### config.mk
export PLATFORM = sky130hd
export DESIGN_NAME = bus_bank_decoder
export DESIGN_NICKNAME = d
export VERILOG_FILES = /design/src/rtl/bankdec_pkg.sv /design/src/rtl/bank_capture.sv /design/src/rtl/region_decode.sv /design/src/rtl/strobe_gen.sv /design/src/rtl/data_steer.sv /design/src/rtl/bus_bank_decoder.sv
export SDC_FILE = /design/constraint.sdc
export NUM_CORES = 1
export LEC_CHECK = 0
export BUFFER_PORTS_ARGS = -buffer_cell sky130_fd_sc_hd__buf_2
export CAP_MARGIN = 15
export CELL_PAD_IN_SITES_DETAIL_PLACEMENT = 1
export CELL_PAD_IN_SITES_GLOBAL_PLACEMENT = 1
export CORE_MARGIN = 2
export CORE_UTILIZATION = 18
export CTS_CLUSTER_SIZE = 25
export DETAILED_ROUTE_END_ITERATION = 8
export PLACE_DENSITY = 0.81
export REMOVE_ABC_BUFFERS = 1
export SLEW_MARGIN = 0
export SYNTH_ARGS = -nofsm -noshare
export SYNTH_HDL_FRONTEND = slang
export SYNTH_SLANG_ARGS = --single-unit
### constraint.sdc
create_clock -name clk -period 1.3 [get_ports clk]
set_input_delay 0.13 -clock clk [delete_from_list [all_inputs] [get_ports clk]]
set_output_delay 0.13 -clock clk [all_outputs]
set_load 0.05 [all_outputs]
### src/rtl/bankdec_pkg.sv
// Package: shared types for the bank capture and select decoder.
// Assumes one select per region, with the bit order used by every submodule.
package bankdec_pkg;

    // Region select vector; one bit per device group, active-high inside the block
    typedef struct packed {
        logic exp;
        logic sys;
        logic io;
        logic prg;
        logic ram;
    } sel_t;

    localparam int NUM_SEL = 5;

    // Quarter codes of bank zero, taken from the top two address bits
    typedef enum logic [1:0] {
        Q_RAM = 2'd0,
        Q_PRG = 2'd1,
        Q_IO  = 2'd2,
        Q_SYS = 2'd3
    } quarter_e;

    // True for regions that hold read-only memory
    function automatic logic is_rom(input sel_t s);
        return s.prg | s.sys;
    endfunction

endpackage

### src/rtl/bank_capture.sv
// Module: bank_capture
// Emulates a transparent latch on the multiplexed bank byte. The byte passes
// through while phi2 is low and is held, as sampled on clk, while phi2 is high.
// Assumes phi2 is synchronous to clk and stays low for at least one clk edge.
module bank_capture #(
    parameter int BANK_W = 8
) (
    input  logic              clk,
    input  logic              rst_n,
    input  logic              phi2,
    input  logic [BANK_W-1:0] d_in,
    output logic [BANK_W-1:0] bank,
    output logic              zero
);

    logic [BANK_W-1:0] hold_q;

    // Sample the bank byte on every edge of the address phase
    always_ff @(posedge clk) begin
        if (!rst_n) begin
            hold_q <= '0;
        end else if (!phi2) begin
            hold_q <= d_in;
        end
    end

    // Transparent while low, held while high
    always_comb begin
        bank = phi2 ? hold_q : d_in;
    end

    // One wide NOR across the bank byte
    always_comb begin
        zero = ~|bank;
    end

endmodule

### src/rtl/region_decode.sv
// Module: region_decode
// Maps the address onto one region. Bank zero is split into 2**DEC_BITS equal
// parts from the top address bits, and any other bank maps to expansion.
// Assumes DEC_BITS is 2, so that the four bank-zero regions are filled.
module region_decode
    import bankdec_pkg::*;
#(
    parameter int DEC_BITS = 2
) (
    input  logic                bank_zero,
    input  logic [DEC_BITS-1:0] top_bits,
    output sel_t                hit
);

    localparam int NQ = 1 << DEC_BITS;

    logic [NQ-1:0] quarter_hit;

    // One comparator per bank-zero part
    for (genvar q = 0; q < NQ; q++) begin : g_quarter
        always_comb begin
            quarter_hit[q] = bank_zero && (top_bits == DEC_BITS'(q));
        end
    end

    // Assemble the region vector
    always_comb begin
        hit     = '0;
        hit.ram = quarter_hit[Q_RAM];
        hit.prg = quarter_hit[Q_PRG];
        hit.io  = quarter_hit[Q_IO];
        hit.sys = quarter_hit[Q_SYS];
        hit.exp = ~bank_zero;
    end

endmodule

### src/rtl/strobe_gen.sv
// Module: strobe_gen
// Qualifies region hits into active-low selects, a read enable and a write strobe.
// Assumes hit is one-hot. All outputs stay inactive in the address phase.
module strobe_gen
    import bankdec_pkg::*;
(
    input  logic phi2,
    input  logic rwb,
    input  logic vda,
    input  logic vpa,
    input  logic rom_wp,
    input  sel_t hit,
    output sel_t cs_n,
    output logic rd_n,
    output logic wr_n
);

    logic access_ok;
    logic wr_target_ok;

    // An access is live only in the data phase of a marked-valid cycle
    always_comb begin
        access_ok = phi2 && (vda || vpa);
    end

    // Chip selects follow the hit vector during a live access
    always_comb begin
        cs_n = access_ok ? ~hit : '1;
    end

    // Read enable for any valid read
    always_comb begin
        rd_n = ~(access_ok && rwb);
    end

    // Write strobe: data address only, ROM blocked when protected
    always_comb begin
        wr_target_ok = ~(rom_wp && is_rom(hit));
        wr_n = ~(phi2 && !rwb && vda && wr_target_ok);
    end

endmodule

### src/rtl/data_steer.sv
// Module: data_steer
// Directional buffer between the processor pins and the device data bus.
// Assumes the bank byte phase (phi2 low) must never drive either side.
module data_steer #(
    parameter int DATA_W = 8
) (
    input  logic              phi2,
    input  logic              rwb,
    input  logic              vda,
    input  logic              vpa,
    input  logic [DATA_W-1:0] cpu_in,
    input  logic [DATA_W-1:0] mem_in,
    output logic [DATA_W-1:0] cpu_out,
    output logic              cpu_oe,
    output logic [DATA_W-1:0] mem_out,
    output logic              mem_oe
);

    // Read direction: device data toward the processor
    always_comb begin
        cpu_oe  = phi2 && rwb && (vda || vpa);
        cpu_out = mem_in;
    end

    // Write direction: processor data toward the devices
    always_comb begin
        mem_oe  = phi2 && !rwb && vda;
        mem_out = cpu_in;
    end

endmodule

### src/rtl/bus_bank_decoder.sv
// Module: bus_bank_decoder (top)
// Recovers the bank byte from the multiplexed data pins, forms the 24-bit
// address, decodes the device selects and steers the data bus.
// Assumes phi2, addr and the control lines are synchronous to clk.
module bus_bank_decoder
    import bankdec_pkg::*;
#(
    parameter int ADDR_W   = 16,
    parameter int BANK_W   = 8,
    parameter int DATA_W   = 8,
    parameter int DEC_BITS = 2
) (
    input  logic                     clk,
    input  logic                     rst_n,
    input  logic                     phi2,
    input  logic [ADDR_W-1:0]        addr,
    input  logic                     rwb,
    input  logic                     vda,
    input  logic                     vpa,
    input  logic                     rom_wp,
    input  logic [DATA_W-1:0]        cpu_d_in,
    output logic [DATA_W-1:0]        cpu_d_out,
    output logic                     cpu_d_oe,
    input  logic [DATA_W-1:0]        mem_d_in,
    output logic [DATA_W-1:0]        mem_d_out,
    output logic                     mem_d_oe,
    output logic [BANK_W-1:0]        bank_addr,
    output logic [BANK_W+ADDR_W-1:0] full_addr,
    output logic                     bank_zero,
    output logic                     ram_cs_n,
    output logic                     prg_cs_n,
    output logic                     io_cs_n,
    output logic                     sys_cs_n,
    output logic                     exp_cs_n,
    output logic                     rd_n,
    output logic                     wr_n
);

    localparam int FULL_W = BANK_W + ADDR_W;

    sel_t hit;
    sel_t cs_vec_n;

    bank_capture #(.BANK_W(BANK_W)) u_bank (
        .clk  (clk),
        .rst_n(rst_n),
        .phi2 (phi2),
        .d_in (cpu_d_in[BANK_W-1:0]),
        .bank (bank_addr),
        .zero (bank_zero)
    );

    region_decode #(.DEC_BITS(DEC_BITS)) u_dec (
        .bank_zero(bank_zero),
        .top_bits (addr[ADDR_W-1 -: DEC_BITS]),
        .hit      (hit)
    );

    strobe_gen u_strb (
        .phi2  (phi2),
        .rwb   (rwb),
        .vda   (vda),
        .vpa   (vpa),
        .rom_wp(rom_wp),
        .hit   (hit),
        .cs_n  (cs_vec_n),
        .rd_n  (rd_n),
        .wr_n  (wr_n)
    );

    data_steer #(.DATA_W(DATA_W)) u_data (
        .phi2   (phi2),
        .rwb    (rwb),
        .vda    (vda),
        .vpa    (vpa),
        .cpu_in (cpu_d_in),
        .mem_in (mem_d_in),
        .cpu_out(cpu_d_out),
        .cpu_oe (cpu_d_oe),
        .mem_out(mem_d_out),
        .mem_oe (mem_d_oe)
    );

    // Concatenate bank and offset into the flat address
    always_comb begin
        full_addr = FULL_W'({bank_addr, addr});
    end

    // Fan the select vector out to named pins
    always_comb begin
        ram_cs_n = cs_vec_n.ram;
        prg_cs_n = cs_vec_n.prg;
        io_cs_n  = cs_vec_n.io;
        sys_cs_n = cs_vec_n.sys;
        exp_cs_n = cs_vec_n.exp;
    end

endmodule

; ---- Yosys cells after proc, flatten, opt, wreduce, memory -nomap -nowiden
; Index checks and enable logic that the tools add are counted.
[word_totals]
elab_cells = 28
ff_bits = 8
inputBits = 39
[classes]
n_bitwise = 5
reduce_logical = 17
muxes = 2
eq_ne = 3
[op_table]
columns = operator, n
row1 = logical AND 1 bit, 12
row2 = two-way mux 8 bit, 1
row3 = OR reduction 8 bit, 1
row4 = two-way mux 5 bit, 1
row5 = inverter 5 bit, 1
row6 = == test 2 bit (second input constant), 2
row7 = inverter 1 bit, 3
row8 = == test 2 x 1 -> 1 bit (second input constant), 1
row9 = zero test 1 bit, 2
row10 = zero test 2 bit, 1
row11 = logical OR 1 bit, 1
row12 = OR 1 bit, 1

; ---- Depth between registers and ports, before layout
; Gate-level depths: netlist (run 1).
[logic_depth]
word_depth = 9
mapped_depth = 4
mapped_depth_nobuf = 3

; ---- Modules after synthesis
; From an unflattened synthesis (run 1), not the netlist that was laid out.
[hier_totals]
cells_unflattened = 91
area_unflattened_um2 = 782.0
[modules_own_cells]
columns = mod, area_each_um2, instances, cells_per_inst, seq_area_each_um2
row1 = bank_capture, 369.1, 1, 35, 160.2
row2 = bus_bank_decoder, 180.2, 1, 24, 0.0
row3 = data_steer, 140.1, 1, 18, 0.0
row4 = strobe_gen, 51.3, 1, 9, 0.0
row5 = region_decode, 41.3, 1, 5, 0.0

; ---- Least setup slack after synthesis (run 1)
; OpenSTA, ideal clock, no wires.
[synth_timing]
path_kind = reg-to-output
from = register u_bank.hold_q[3]
to = output port bank_zero
t_required_ps = 1170
path_stages_with_launch = 4
slack_ps = -321
t_arrival_ps = 1491
cell_sequence = dfxtp_1 > or4b_4 > o22ai_4 > and2_1
[synth_via]
elab_chain_cells = 3
[synth_lines]
columns = item, line
row1 = "start, declared", bank_capture.sv:16  ; logic [BANK_W-1:0] hold_q;
row2 = "start signal, assigned", bank_capture.sv:23  ; hold_q <= d_in;
row3 = two-way mux 8 bit, bank_capture.sv:29  ; bank = phi2 ? hold_q : d_in;
row4 = OR reduction 8 bit, bank_capture.sv:34  ; zero = ~|bank;
row5 = zero test 1 bit, bank_capture.sv:34
row6 = "end, declared", bus_bank_decoder.sv:29  ; output logic bank_zero,
; No other way between the ends.

; ---- Worst setup path in the final report (run 1)
[layout_timing]
from = register u_bank.hold_q[4]
to = output port bank_zero
; Same word-level chain as after synthesis.

==> metrics, run 1 <==
top flop regs u_bank.hold_q: 8 flops; mux share of post-synthesis cell area 0.1130; max-capacitance violation count 0; Yosys cell types 22; Final Critical Period 1782 ps; Worst Path Max Fanout 7; RSZ-0062 raised after global routing true; clock insertion delay at the later pin of the skew report 220 ps; die height 70.54 µm; Min Hold Slack 192.1 ps; Critical Path AT 1650 ps; Die Wd 70.54 µm; final wirelength 2594 µm; Crit path max-delay family simple AND/OR/NAND/NOR gates; setup ws final -482.0 ps; complex-gate fraction of the synthesized area 0.09733; Ys Warns 0; Adder-Cell Fraction of Synth Area 0; DR vias 666; PD cells 1108 mW/mm²; Port Buf Inserts 52; leakage 0.4661 nW; CP startpoint kind flip-flop; num ports 97; failing checks negative setup slack; share of cells above drive strength 1 0.6887; clk root buf clkbuf_8; CP max stage delay 540 ps; nets@finish 147; Reg with most FFs u_bank.hold_q; relative slew slack 0.7140; first-pass GRT wire length 3801 µm; largest net degree at the start of global routing 9; most common cell after layout, fill and taps aside buf_2; area grow syn2layout 18.37%; Mapped Cells 88; vias in the first global route 686; clk sinks 8; Initial DRT Pass Iterations 2; Tot GR Track Use 0.1022; Setup Buffers After CTS 0; Reg clk slew, reported paths 40 ps; placed cells 155; Synth Register Bits 8; CP max stage cell or4b_4; status finished with violations; final slew viol count 0; post-synthesis simple-gate area fraction 0.2009; post-layout util 0.2182; most frequent cells in the layout 45 x buf_2, 8 x mux2_2, 8 x and2_1, 8 x dfxtp_1, 6 x buf_6; Power, Total 1.045 mW; post-route ant nets 0; average wire per standard cell 16.42 µm; Mean Syn Cell Area 9.057 µm²; Final Setup Violations 7; xor and xnor area share after synthesis 0; H-tree Lvls 1; Via density 4.215; Site Rows 24; gpl congestion 0.7570; Post-Layout Cell Count 158; Die ar. 0.004976 mm²; Clock Path Buffers 2; main combinational cell family by area after synthesis buffers and inverters; drt initial violations 4; peak supply drop 0.0006318 V; max reg flops 8; pre-CTS WS -321.3 ps; CP required 1170 ps; Fillers 527; Overflow after GRT 0; Final Hold Vio Count 0; Hold WC Path Type in -> reg; Crit Path Category reg -> out; n_diodes 0; clk_skew 0 ps; CTS tree built; Worst setup EP type primary output; Buf+Inv Stages, Crit Path 1; fmax 561.2 MHz; antenna violations before repair 0; synthesized cell area 797.0 µm²; Post-DP HPWL 2179 µm; core area 0.004324 mm²; Num CTS Buffers 3; initial core utilization 0.1843; critical path, cell by cell or4b_4, o22ai_4, and2_4, buf_8; period utilization 1.371; sequential area share after synthesis 0.2009; Post-route DRC 0; slew at the pin with the worst max-slew slack 424.5 ps
## repair_timing
item	4_1_cts	5_1_grt
hold buffers	0	0
cloned	0	0
setup endpoints to repair	7	7
gates resized for setup	16	1
pin swaps	3	4
## routing by layer
layer | vias to the layer above | track usage | part of all wire
li1 | 293 | - | -
met1 | 307 | 0.1214 | 0.41
met2 | 62 | 0.1363 | 0.39
met3 | 4 | 0.08262 | 0.19
met4 | 0 | 0.03774 | 0.012
met5 | - | 0 | 0
## synthesized netlist by cell type
master     count  area share
o21a_1         1      0.0094
nor3b_1        2       0.019
a21o_1         1      0.0094
or4_1          1      0.0094
nand3_1        4       0.025
mux2_2         8        0.11
o21ai_0        1      0.0063
o22ai_4        1       0.025
and3b_1        1       0.011
nor4_1         1      0.0079
or4_4          1       0.014
a21bo_1        1       0.013
dfxtp_1        8        0.20
nand2_1        1      0.0047
buf_2          1      0.0063
and2_1         9       0.071
nor3_1         1      0.0063
or4b_4         1       0.017
inv_1          1      0.0047
o2bb2ai_4      1       0.035
buf_4         40        0.38
and3_1         2       0.016
## report_power, final
group          switching, mW  internal [mW]  total, mW  leakage [nW]
logic                  0.342          0.139      0.481         0.378
registers            0.00900          0.261      0.270        0.0661
clock network         0.0937          0.200      0.294        0.0216
total                  0.445          0.601       1.05         0.466
## logic make-up (layout without fill, tap and decap cells)
kind of cell | count (synthesis) | count (layout)
flops | 8 | 8
mux | 8 | 8
buf+inv | 42 | 60
simple gates | 24 | 24
compound gates | 6 | 6
## through the flow
step / area [µm²] / TNS [ps]
6_report: 943.4 / -3201
5_1_grt: 943.4 / -3690
4_1_cts: 938.4 / -3394
3_5_place_dp: 847.1 / -1878
3_3_place_gp: 847.1 / -1752
2_1_floorplan: 491.7 / -2051
## worst register-to-register path, cell delays in order, from the launching register on
cell	delay [ps]
dfxtp_1	330
mux2_2	290
and2_1	160
## final cells by class
type	count	area [µm²]	area share
clock buffer	3	41.29	0.04377
inverter	1	3.754	0.003979
multi-input combinational	38	335.3	0.3554
sequential	8	160.2	0.1698
tap	52	65.06	0.06897
timing repair buffer	56	337.8	0.3581
## final timing paths
kind | from | slack, ps | cells after the start | end
hold / removal | rst_n | 190 | 2 | u_bank.hold_q[5]
hold reg to reg | u_bank.hold_q[1] | 630 | 2 | u_bank.hold_q[1]
setup reg to reg | u_bank.hold_q[2] | 410 | 2 | u_bank.hold_q[2]
setup / recovery | u_bank.hold_q[4] | -480 | 4 | bank_zero
(Power assumes the default switching activity.)
==> inputs of run 2 (changes only) <==
--- a/config.mk
+++ b/config.mk
@@ -5,15 +5,16 @@
 export SDC_FILE = /design/constraint.sdc
 export NUM_CORES = 1
 export LEC_CHECK = 0
-export BUFFER_PORTS_ARGS = -buffer_cell sky130_fd_sc_hd__buf_2
+export ABC_AREA = 1
 export CAP_MARGIN = 15
 export CELL_PAD_IN_SITES_DETAIL_PLACEMENT = 1
 export CELL_PAD_IN_SITES_GLOBAL_PLACEMENT = 1
 export CORE_MARGIN = 2
-export CORE_UTILIZATION = 18
+export CORE_UTILIZATION = 30
 export CTS_CLUSTER_SIZE = 25
 export DETAILED_ROUTE_END_ITERATION = 8
-export PLACE_DENSITY = 0.81
+export DONT_BUFFER_PORTS = 1
+export PLACE_DENSITY = 0.75
 export REMOVE_ABC_BUFFERS = 1
 export SLEW_MARGIN = 0
 export SYNTH_ARGS = -nofsm -noshare
==> run 2 against run 1 <==
Net effect: the flow still finishes with violations (negative setup slack); fmax increased by 22%; cell count decreased by 2.5%; core utilization increased by 15 points; critical endpoint is now ram_cs_n; largest power group unchanged.
==> metrics, run 2 <==
Post-Layout Cell Count 154; Synth Register Bits 8; peak supply drop 0.0004503 V; Post-route DRC 0; Worst R2R End u_bank.hold_q[6]; Tot GR Track Use 0.1514; Power, Total 963.7 µW; relative slew slack 0.7550; most frequent cells in the layout 19 x inv_1, 17 x nand2_2, 16 x nand2_1; Worst setup EP type primary output; post-route setup TNS -1073 ps; final slew viol count 0; Num CTS Buffers 3; failing checks negative setup slack; slew at the pin with the worst max-slew slack 363.6 ps; Site Rows 19; DR vias 705; share of cells above drive strength 1 0.5447; Synth area leaders buf_4 36%, dfxtp_1 19%, inv_1 14%, nand2_1 12%, nand2_2 5.2%; design area 984.7 µm²; gpl congestion 0.6686; area grow syn2layout 17.81%; Min-Delay Startpoint rst_n; max-capacitance violation count 0; placed cells 142; CTS tree built; average wire per standard cell 16.19 µm; most common cell after layout, fill and taps aside inv_1; Hold WC Path Type in -> reg; leading area contributor after synthesis buf_4; initial core utilization 0.3084; period utilization 1.123; Min Hold Slack 124.1 ps; Port Buf Inserts 0; clk root buf clkbuf_4; nets@finish 164; status finished with violations; placed inst area 823.3 µm²; Initial DRT Pass Iterations 4; PD cells 978.7 mW/mm²; die height 56.78 µm; top flop regs u_bank.hold_q: 8 flops; Via density 4.578; vias in the first global route 764; antenna violations before repair 0; Reg with most FFs u_bank.hold_q; leakage 0.5395 nW; CP required 1170 ps; Critical Path AT 1330 ps; Final Critical Period 1460 ps; Die ar. 0.003224 mm²; Reg2Reg Depth 6; Post-DP HPWL 1912 µm; synthesized cell area 835.8 µm²; top cell types by occurrence after synthesis 40 x buf_4, 31 x inv_1, 27 x nand2_1, 11 x nor2_1, 8 x dfxtp_1; clk sinks 8; Crit Reg-Reg Startpoint u_bank.hold_q[6]; max reg flops 8; RSZ-0062 raised after global routing true; drt initial violations 21; Final Setup Violations 9; Final Hold Vio Count 0; first-pass GRT wire length 3650 µm; final wirelength 2493 µm; Die Wd 56.78 µm; Reg clk slew, reported paths 60 ps; most common flop cell mapped by yosys dfxtp_1; post-layout util 0.3633; Ys Warns 0; Worst Path Max Fanout 6; Clock Path Buffers 2; share of Yosys cell area claimed by the top area cell type 0.3593; sequential area share after synthesis 0.1916; clk_skew 0 ps; CP startpoint kind flip-flop; number of flops mapped to enable cells by yosys 0; Synth async-reset ratio 0; hold path cells 2; Crit Path Category reg -> out; setup ws final -159.9 ps; core area 0.002710 mm²; Yosys cell types 12; Hold EP u_bank.hold_q[4]; most common cell in the netlist buf_4; n_diodes 0; Worst R2R Setup Slack 420 ps; # hold bufs at CTS 0; Overflow after GRT 0; largest net degree at the start of global routing 12; H-tree Lvls 1; num ports 97; pre-CTS WS 91.85 ps; fmax 685.0 MHz; post-route ant nets 0; Mapped Cells 134; clock insertion delay at the later pin of the skew report 250 ps; Mean Syn Cell Area 6.237 µm²
## run 2: report_power, final
group	total [mW]	internal, mW	switching, mW	leakage [nW]
registers	0.270	0.264	0.00625	0.0674
logic	0.496	0.176	0.321	0.458
clock network	0.197	0.106	0.0910	0.0138
total	0.964	0.546	0.418	0.540
## run 2: logic make-up after synthesis
kind of cell,share of synthesized area
flip-flops,0.1916
AND/OR/NAND/NOR,0.2859
AO/OA/AOI/OAI,0.005982
buffers and inverters,0.5165
## run 2: worst max path at each step
stage               slack, ps              from  cells past startpoint  endpoint
floorplan                -200               vda                      3      wr_n
global placement          130  u_bank.hold_q[3]                      8      wr_n
detailed placement         90  u_bank.hold_q[1]                      8  exp_cs_n
CTS                      -150  u_bank.hold_q[1]                      7  sys_cs_n
global route             -230  u_bank.hold_q[5]                      7  ram_cs_n
finish                   -160  u_bank.hold_q[5]                      7  ram_cs_n
## run 2: what timing repair did
| item | CTS | global route |
|---|---|---|
| endpoints found under the setup margin | 7 | 21 |
| pin swaps | 14 | 12 |
| gates cloned | 0 | 0 |
| buffers inserted | 7 | 4 |
| gates resized for setup | 14 | 23 |
## run 2: critical path, stage by stage (launching register included)
cell and delay [ps]:
dfxtp_2 320, inv_2 40, nand2_2 40, nand2_2 80, nand2_2 60, nor2_4 180, nand4_1 150, buf_6 190
## run 2: routing by layer
layer | GRT usage | vias to the layer above | wire (µm)
li1 | - | 319 | -
met1 | 0.1667 | 340 | 943
met2 | 0.2342 | 44 | 1201
met3 | 0.1244 | 2 | 321
met4 | 0.01329 | 0 | 26
met5 | 0.01786 | - | 0
## run 2: final cells by class
cell class                      count  area, µm²
Inverter                           32      127.6
Timing Repair Buffer               27      350.3
Multi-Input combinational cell     53      281.5
Tap cell                           31      38.79
Fill cell                         348       1725
Clock buffer                        3      22.52
Sequential cell                     8      163.9
==> inputs of run 3 (changes only) <==
--- a/config.mk
+++ b/config.mk
@@ -6,15 +6,16 @@
 export NUM_CORES = 1
 export LEC_CHECK = 0
 export ABC_AREA = 1
+export ABC_CLOCK_PERIOD_IN_PS = 1300
 export CAP_MARGIN = 15
 export CELL_PAD_IN_SITES_DETAIL_PLACEMENT = 1
 export CELL_PAD_IN_SITES_GLOBAL_PLACEMENT = 1
 export CORE_MARGIN = 2
-export CORE_UTILIZATION = 30
+export CORE_UTILIZATION = 32
 export CTS_CLUSTER_SIZE = 25
 export DETAILED_ROUTE_END_ITERATION = 8
 export DONT_BUFFER_PORTS = 1
-export PLACE_DENSITY = 0.75
+export PLACE_DENSITY = 0.79
 export REMOVE_ABC_BUFFERS = 1
 export SLEW_MARGIN = 0
 export SYNTH_ARGS = -nofsm -noshare
==> run 3 against run 2 <==
Net effect: sequential share of layout area is 0.17 points higher; worst hold slack worse by 38 ps; critical path depth is the same; total power is 2.3% lower; first-iteration DRC count is 86% lower; flip-flop and latch count is the same; worst setup slack worse by 26 ps; clock skew stayed put; the run still ends with negative setup slack left; design area is 1.8% lower; cell count down 1.9%; highest routed layer unchanged; fmax fell by 1.7%.
==> metrics, run 3 (synthesized netlist as in run 2, its figures left out) <==
Overflow after GRT 0; Hold WC Path Type in -> reg; final slew viol count 0; RSZ-0062 raised after global routing true; max reg flops 8; clk_skew 0 ps; M1 wire length 914 µm; Num CTS Buffers 3; pre-CTS WS 78.68 ps; final wirelength 2376 µm; slew at the pin with the worst max-slew slack 364.2 ps; initial core utilization 0.3374; clock insertion delay at the later pin of the skew report 250 ps; setup ws final -185.6 ps; Initial DRT Pass Iterations 4; average wire per standard cell 15.74 µm; Critical Path AT 1360 ps; core area 0.002477 mm²; Reg clk slew, reported paths 50 ps; gpl congestion 0.6681; Final Setup Violations 7; top flop regs u_bank.hold_q: 8 flops; PD cells 973.4 mW/mm²; Post-route DRC 0; failing checks negative setup slack; Clock Path Buffers 2; area grow syn2layout 15.72%; drt initial violations 3; die height 55.11 µm; Via density 4.556; DR vias 688; peak supply drop 0.0006749 V; clk root buf clkbuf_4; Tot GR Track Use 0.1613; Reg with most FFs u_bank.hold_q; CP required 1170 ps; top sig layer met4; Site Rows 18; Worst Path Max Fanout 6; antenna violations before repair 0; Die Wd 55.11 µm; num ports 97; leakage 0.5332 nW; post-route ant nets 0; met3 routed WL 249 µm; largest net degree at the start of global routing 12; most frequent cells in the layout 23 x inv_1, 17 x nand2_1, 16 x nand2_2; placed inst area 822.0 µm²; Final Hold Vio Count 0; n_diodes 0; nets@finish 162; H-tree Lvls 1; Die ar. 0.003037 mm²; post-layout util 0.3904; Post-DP HPWL 1871 µm; max-capacitance violation count 0; first-pass GRT wire length 3201 µm; fmax 673.1 MHz; clk sinks 8; vias in the first global route 677; share of cells above drive strength 1 0.4876; Crit Path Category reg -> out; relative slew slack 0.7546; Post-Layout Cell Count 151; design area 967.2 µm²; CP startpoint kind flip-flop; Min Hold Slack 86.06 ps; Final Critical Period 1486 ps; Port Buf Inserts 0; most common cell after layout, fill and taps aside inv_1; placed cells 141; status finished with violations; CTS tree built; period utilization 1.143; # hold bufs at CTS 0; metal2 WL 1189 µm; Worst setup EP type primary output
run 3: per-layer routing:
metal | up-vias | GRT usage
met2 | 36 | 0.2103
li1 | 315 | -
met1 | 332 | 0.1851
met5 | - | 0.08333
met3 | 5 | 0.1317
met4 | 0 | 0.06098
run 3: critical path, stage by stage, from the launching register on:
cell and delay [ps]:
dfxtp_1 300, inv_1 50, nand2_1 60, nand2_2 70, nand2_2 70, nor2_4 180
nand4_1 170, buf_6 190
run 3: worst paths after layout:
check / start / end / slack (ps) / cells after the start
setup / recovery: u_bank.hold_q[5] / io_cs_n / -190 / 7
hold / removal: phi2 / u_bank.hold_q[2] / 90 / 3
setup reg to reg: u_bank.hold_q[5] / u_bank.hold_q[5] / 510 / 5
hold reg to reg: u_bank.hold_q[1] / u_bank.hold_q[1] / 550 / 4
run 3: through the flow:
stage	total power, mW	TNS, ps
detailed placement	0.7053	0
floorplan	0.5595	-202.2
global route	1.002	-2002
global placement	0.6965	0
finish	0.9414	-1062
CTS	0.9135	-938.4
run 3: cell type report:
type | instances | area [µm²]
flip-flops and latches | 8 | 162.7
well taps | 30 | 37.54
multi-input cells | 53 | 279.0
inverters | 32 | 122.6
fillers | 324 | 1510
repair buffers | 25 | 342.8
clock buffers | 3 | 22.52
run 3: power breakdown:
part	switching, mW	internal (mW)	leakage, nW
combinational	0.316	0.170	0.452
sequential	0.00436	0.264	0.0671
clock	0.0828	0.106	0.0138
run 3: timing repair:
item | in CTS | in global routing
gates resized for setup | 13 | 18
buffers inserted | 2 | 5
setup endpoints to repair | 7 | 11
pin swaps | 12 | 17
